`config.mk`:
```
export PLATFORM = sky130hd
export DESIGN_NAME = flash_pgm_ctrl
export DESIGN_NICKNAME = d
export VERILOG_FILES = /design/src/rtl/flash_pgm_pkg.sv /design/src/rtl/pgm_interval_timer.sv /design/src/rtl/pgm_attempt_ctr.sv /design/src/rtl/pgm_bus_encode.sv /design/src/rtl/flash_pgm_ctrl.sv
export SDC_FILE = /design/constraint.sdc
export NUM_CORES = 1
export LEC_CHECK = 0
export ABC_AREA = 1
export BUFFER_PORTS_ARGS = -buffer_cell sky130_fd_sc_hd__buf_2
export CELL_PAD_IN_SITES_DETAIL_PLACEMENT = 0
export CELL_PAD_IN_SITES_GLOBAL_PLACEMENT = 2
export CORE_ASPECT_RATIO = 0.75
export CORE_MARGIN = 3
export CORE_UTILIZATION = 26
export DETAILED_ROUTE_END_ITERATION = 6
export GPL_TIMING_DRIVEN = 0
export PLACE_DENSITY = 0.75
export SLEW_MARGIN = 20
export SYNTH_ARGS = -nofsm -noshare
export SYNTH_HDL_FRONTEND = slang
export SYNTH_SLANG_ARGS = --single-unit
```
`constraint.sdc`:
```
create_clock -name clk_i -period 1.3 [get_ports clk_i]
set_input_delay 0.195 -clock clk_i [delete_from_list [all_inputs] [get_ports clk_i]]
set_output_delay 0.195 -clock clk_i [all_outputs]
set_load 0.02 [all_outputs]
```
`src/rtl/flash_pgm_pkg.sv`:
```
package flash_pgm_pkg;
  typedef enum logic [3:0] {
    ST_IDLE, ST_SETUP, ST_LOAD, ST_PULSE, ST_RECOV,
    ST_VCMD, ST_READ, ST_CMP, ST_RST1, ST_RST2, ST_HALT
  } pgm_state_e;

  localparam logic [7:0] CMD_SETUP_PGM = 8'h40;
  localparam logic [7:0] CMD_VERIFY    = 8'hC0;
  localparam logic [7:0] CMD_RESET     = 8'hFF;
endpackage

```
`src/rtl/pgm_interval_timer.sv`:
```
module pgm_interval_timer #(
  parameter int TMR_W = 4
) (
  input  logic             clk_i,
  input  logic             rst_ni,
  input  logic             load_i,
  input  logic [TMR_W-1:0] load_val_i,
  output logic             zero_o
);
  logic [TMR_W-1:0] cnt_q;

  always_ff @(posedge clk_i or negedge rst_ni) begin
    if (!rst_ni)               cnt_q <= '0;
    else if (load_i)           cnt_q <= load_val_i;
    else if (cnt_q != '0)      cnt_q <= cnt_q - 1'b1;
  end

  assign zero_o = (cnt_q == '0);
endmodule

```
`src/rtl/pgm_attempt_ctr.sv`:
```
module pgm_attempt_ctr #(
  parameter int MAX_PULSES = 25,
  parameter int CW         = $clog2(MAX_PULSES + 1)
) (
  input  logic          clk_i,
  input  logic          rst_ni,
  input  logic          clr_i,
  input  logic          inc_i,
  output logic [CW-1:0] cnt_o,
  output logic          at_max_o
);
  logic [CW-1:0] cnt_q;

  always_ff @(posedge clk_i or negedge rst_ni) begin
    if (!rst_ni)                 cnt_q <= '0;
    else if (clr_i)              cnt_q <= '0;
    else if (inc_i && !at_max_o) cnt_q <= cnt_q + 1'b1;
  end

  assign cnt_o    = cnt_q;
  assign at_max_o = (cnt_q == CW'(MAX_PULSES));
endmodule

```
`src/rtl/pgm_bus_encode.sv`:
```
module pgm_bus_encode
  import flash_pgm_pkg::*;
#(
  parameter int ADDR_W = 8
) (
  input  pgm_state_e        state_i,
  input  logic [ADDR_W-1:0] addr_i,
  input  logic [7:0]        data_i,
  output logic              we_o,
  output logic              re_o,
  output logic [ADDR_W-1:0] addr_o,
  output logic [7:0]        wdata_o,
  output logic              pulse_o
);
  always_comb begin
    we_o    = 1'b0;
    re_o    = 1'b0;
    wdata_o = 8'h00;
    pulse_o = 1'b0;
    addr_o  = addr_i;
    unique case (state_i)
      ST_SETUP: begin we_o = 1'b1; wdata_o = CMD_SETUP_PGM; end
      ST_LOAD:  begin we_o = 1'b1; wdata_o = data_i;        end
      ST_PULSE: pulse_o = 1'b1;
      ST_VCMD:  begin we_o = 1'b1; wdata_o = CMD_VERIFY;    end
      ST_READ:  re_o = 1'b1;
      ST_RST1,
      ST_RST2:  begin we_o = 1'b1; wdata_o = CMD_RESET;     end
      default:  ;
    endcase
  end
endmodule

```
`src/rtl/flash_pgm_ctrl.sv`:
```
module flash_pgm_ctrl
  import flash_pgm_pkg::*;
#(
  parameter int ADDR_W     = 8,
  parameter int PULSE_CYC  = 10,
  parameter int RECOV_CYC  = 6,
  parameter int MAX_PULSES = 25,
  localparam int CW        = $clog2(MAX_PULSES + 1)
) (
  input  logic              clk_i,
  input  logic              rst_ni,
  input  logic              req_valid_i,
  output logic              req_ready_o,
  input  logic [ADDR_W-1:0] req_addr_i,
  input  logic [7:0]        req_data_i,
  output logic              bus_we_o,
  output logic              bus_re_o,
  output logic [ADDR_W-1:0] bus_addr_o,
  output logic [7:0]        bus_wdata_o,
  input  logic [7:0]        bus_rdata_i,
  output logic              pulse_o,
  output logic              done_o,
  output logic              fail_o,
  input  logic              err_clr_i,
  output logic [CW-1:0]     last_pulses_o
);
  localparam int TMR_MAX = (PULSE_CYC > RECOV_CYC) ? PULSE_CYC : RECOV_CYC;
  localparam int TMR_W   = $clog2(TMR_MAX + 1);

  pgm_state_e        state_q, state_d;
  logic [ADDR_W-1:0] addr_q;
  logic [7:0]        data_q;
  logic [CW-1:0]     last_q, att_cnt;
  logic              done_q, fail_q;
  logic              accept, tmr_zero, tmr_load, at_max, rd_match, cmp_end;
  logic [TMR_W-1:0]  tmr_val;

  assign accept   = (state_q == ST_IDLE) && req_valid_i;
  assign rd_match = (bus_rdata_i == data_q);
  assign cmp_end  = (state_q == ST_CMP) && (rd_match || at_max);
  // pulse length loaded on the data write, recovery on the last pulse cycle
  assign tmr_load = (state_q == ST_LOAD) || ((state_q == ST_PULSE) && tmr_zero);
  assign tmr_val  = (state_q == ST_LOAD) ? TMR_W'(PULSE_CYC - 1) : TMR_W'(RECOV_CYC - 1);

  always_comb begin
    state_d = state_q;
    unique case (state_q)
      ST_IDLE:  if (req_valid_i) state_d = ST_SETUP;
      ST_SETUP: state_d = ST_LOAD;
      ST_LOAD:  state_d = ST_PULSE;
      ST_PULSE: if (tmr_zero) state_d = ST_RECOV;
      ST_RECOV: if (tmr_zero) state_d = ST_VCMD;
      ST_VCMD:  state_d = ST_READ;
      ST_READ:  state_d = ST_CMP;
      ST_CMP: begin
        if (rd_match)    state_d = ST_IDLE;
        else if (at_max) state_d = ST_RST1;
        else             state_d = ST_SETUP;
      end
      ST_RST1:  state_d = ST_RST2;
      ST_RST2:  state_d = ST_HALT;
      ST_HALT:  if (err_clr_i) state_d = ST_IDLE;
      default:  state_d = ST_IDLE;
    endcase
  end

  always_ff @(posedge clk_i or negedge rst_ni) begin
    if (!rst_ni) begin
      state_q <= ST_IDLE;
      addr_q  <= '0;
      data_q  <= '0;
      last_q  <= '0;
      done_q  <= 1'b0;
      fail_q  <= 1'b0;
    end else begin
      state_q <= state_d;
      done_q  <= (state_q == ST_CMP) && rd_match;
      if (accept) begin
        addr_q <= req_addr_i;
        data_q <= req_data_i;
      end
      if (cmp_end) last_q <= att_cnt;
      if (state_q == ST_RST2) fail_q <= 1'b1;
      else if ((state_q == ST_HALT) && err_clr_i) fail_q <= 1'b0;
    end
  end

  pgm_interval_timer #(.TMR_W(TMR_W)) u_timer (
    .clk_i      (clk_i),
    .rst_ni     (rst_ni),
    .load_i     (tmr_load),
    .load_val_i (tmr_val),
    .zero_o     (tmr_zero)
  );

  pgm_attempt_ctr #(.MAX_PULSES(MAX_PULSES), .CW(CW)) u_attempts (
    .clk_i    (clk_i),
    .rst_ni   (rst_ni),
    .clr_i    (accept),
    .inc_i    (state_q == ST_LOAD),
    .cnt_o    (att_cnt),
    .at_max_o (at_max)
  );

  pgm_bus_encode #(.ADDR_W(ADDR_W)) u_bus (
    .state_i (state_q),
    .addr_i  (addr_q),
    .data_i  (data_q),
    .we_o    (bus_we_o),
    .re_o    (bus_re_o),
    .addr_o  (bus_addr_o),
    .wdata_o (bus_wdata_o),
    .pulse_o (pulse_o)
  );

  assign req_ready_o   = (state_q == ST_IDLE);
  assign done_o        = done_q;
  assign fail_o        = fail_q;
  assign last_pulses_o = last_q;
endmodule

```
==> flow_metrics.py <==
metrics = {
    "outcome": {
        "status": "complete, but fails checks",
        "violations": "hold timing, setup timing",
    },
    "detailed_routing": {
        "drc_errors": 0,
        "drtAntennaViolNets": 0,
        "vias": 1960,
        "routed_via_density": 4.33,
        "dr.pass1.iters": 4,
        "drtIter0Drc": 33,
        "routedWlPerCell_um": 13.1,
        "drt-total-wl_um": 5940,
    },
    "floorplan": {
        "die-area_mm2": 0.00862,
        "die_h_um": 81.2,
        "ioPinCount": 55,
        "die_x_um": 106,
        "core_area_mm2": 0.00706,
        "fp-row-count": 26,
        "floorplan.initialDensity": 0.277,
    },
    "yosys": {
        "synth_edf_count": 0,
        "synthTopCellsByArea": "dfrtp_1 46%, nand2_1 17%, inv_1 5.6%, nand3_1 4.6%, o21ai_0 3.3%",
        "synth.yosys.seq_area_share": 0.460,
        "syn_area_mm2": 0.00196,
        "synth.top_cell.area_share": 0.460,
        "synth.largest_area_cell": "dfrtp_1",
        "netlist_top_cells_count": "89 x nand2_1, 36 x dfrtp_1, 29 x inv_1",
        "yosys_warnings": 0,
        "synthCells": 251,
        "synth_nets": 282,
        "synth.avg_cell_area_um2": 7.80,
        "yosysMostFrequentCell": "nand2_1",
        "synth_seq_cells": 36,
        "synthArstFlopShare": 1.00,
        "yosys.cell_types.count": 31,
        "synthFlopType": "dfrtp_1",
    },
    "sta": {
        "setup_viol": 45,
        "fin_hold_ws_ps": -5.82,
        "grt_setup_unrepaired": "yes",
        "final-max-slew-violation-count": 0,
        "setup_slack_ps": -473,
        "tightest_slew_ps": 870,
        "finalCriticalPeriod_ps": 1770,
        "hold_violations": 1,
        "relSlewSlack": 0.420,
        "worst_clock_skew_ps": 9.99,
        "period_share": 1.36,
        "fmax_mhz": 564,
    },
    "cts": {
        "clockBufferDepth": 2,
        "root_buffer": "clkbuf_8",
        "cts.reportedPaths.clkPinSlew_ps": 80,
        "cts_tree": "done",
        "cts.sinks": 36,
        "cts_made_buffers": 5,
        "clock_latency_ps": 290,
        "htreeDepth": 2,
    },
    "critical_path": {
        "critical_path_peak_fanout": 6,
        "critPathArrivalTime_ps": 1580,
        "critPathCaptureType": "primary output",
        "crit_required_ps": 1110,
        "regToRegSetupSlack_ps": -220,
        "path_class": "reg -> out",
        "worstSetupStartpointType": "flop",
    },
    "global_route": {
        "grt_pass1_wl_um": 9560,
        "first_global_vias": 1971,
        "antenna_found_initial": 1,
        "grt_use_total": 0.142,
        "overflow": 0,
        "grt_max_degree": 37,
    },
    "power": {
        "p_leak_uw": 0.00166,
        "ir_drop_uv": 716,
        "p_per_area_mw_per_mm2": 2210,
    },
    "placement": {
        "pre_cts_slack_ps": -274,
        "port_buffers": 54,
        "dp_cells": 403,
        "dp_hpwl_um": 3780,
        "gp_congestion": 0.743,
    },
    "finish": {
        "final_layout_size_suffix_gt1_frac": 0.521,
        "syn_to_final_growth_pct": 66.7,
        "final_nets": 385,
        "antenna_cells": 0,
        "fin_cells": 453,
    },
    "worst_hold_path": {
        "hold_class": "in -> async",
    },
    "flow_run": {
        "cap_violations": 0,
    },
}
-- cells in the final DEF, fill, tap and decap left out, types with 8 or more instances in the layout --
| cell type | count |
|---|---|
| nand3_1 | 9 |
| buf_2 | 42 |
| dfrtp_1 | 31 |
| inv_2 | 8 |
| nand3_2 | 9 |
| o21ai_2 | 10 |
| o21ai_1 | 8 |
| buf_4 | 25 |
| nand2_1 | 77 |
| inv_1 | 21 |
| buf_6 | 27 |
-- cell type report --
class,count,area [µm²]
Inverter,37,178
Clock inverter,3,42.5
Multi-Input combinational cell,175,1140
Fill cell,729,3790
Timing Repair Buffer,96,763
Tap cell,98,123
Buffer,3,41.3
Clock buffer,5,68.8
Sequential cell,36,907
-- registers in the layout, indices dropped and copies added (netlist names) --
register          cells
fail_o                1
addr_q                8
data_q                8
u_timer.cnt_q         4
done_o                1
state_q               4
u_attempts.cnt_o      5
last_pulses_o         5
-- cells by family after synthesis --
kind of cell    synth area share
buf+inv                   0.0901
simple gates               0.325
fa+ha+maj                 0.0192
compound gates            0.0792
xor+xnor                  0.0268
flops                      0.460
-- worst paths after layout --
check                                             from                              end  depth (start not counted)
worst max-delay path            state_q[3]$_DFFE_PN0P_                   bus_wdata_o[4]                          6
worst min-delay path                            rst_ni               fail_o$_DFFE_PN0P_                          1
worst max register to register  state_q[3]$_DFFE_PN0P_           state_q[0]$_DFFE_PN0P_                         12
worst min register to register      fail_o$_DFFE_PN0P_               fail_o$_DFFE_PN0P_                          2
max in group asynchronous                       rst_ni  u_attempts.cnt_o[0]$_DFFE_PN0P_                          1
min in group clk_i                       req_addr_i[6]            addr_q[6]$_DFFE_PN0P_                          3
-- where the power goes --
part | total [µW] | internal, µW | switching [µW] | leakage, µW
clock network | 1030 | 569 | 458 | 0.0000541
registers | 1880 | 1530 | 345 | 0.000449
logic | 4320 | 2010 | 2310 | 0.00115
-- routing by layer --
metal,global-route usage,vias up,share of wire
met5,0,-,0.0034
met4,0.0336,2,0.0064
met3,0.0445,9,0.057
met2,0.212,47,0.42
met1,0.199,909,0.51
li1,-,993,-
-- critical path, stage by stage, from the launching register on --
cell        delay, ps
dfrtp_2           440
nor2_4            160
inv_4              60
nor2_8            110
clkinvlp_4        190
o21ai_2           190
buf_6             130
-- repair_timing --
action,in CTS,in global routing
buffers inserted,33,13
hold buffers,0,0
resized for setup,83,45
pin swaps,13,17
endpoints found under the hold margin,0,0
cloned,2,1
setup endpoints to repair,45,47
-- stage by stage --
stage | util | instance area (µm²) | power, µW | TNS, ps
2_1_floorplan | - | 1980 | 3760 | -398
3_3_place_gp | 0.336 | 2370 | 4490 | -5240
3_5_place_dp | 0.336 | 2370 | 4490 | -4590
4_1_cts | 0.433 | 3060 | 6740 | -10090
5_1_grt | 0.462 | 3260 | 7770 | -12890
6_report | 0.462 | 3260 | 7230 | -9510
(Power assumes the default switching activity.)
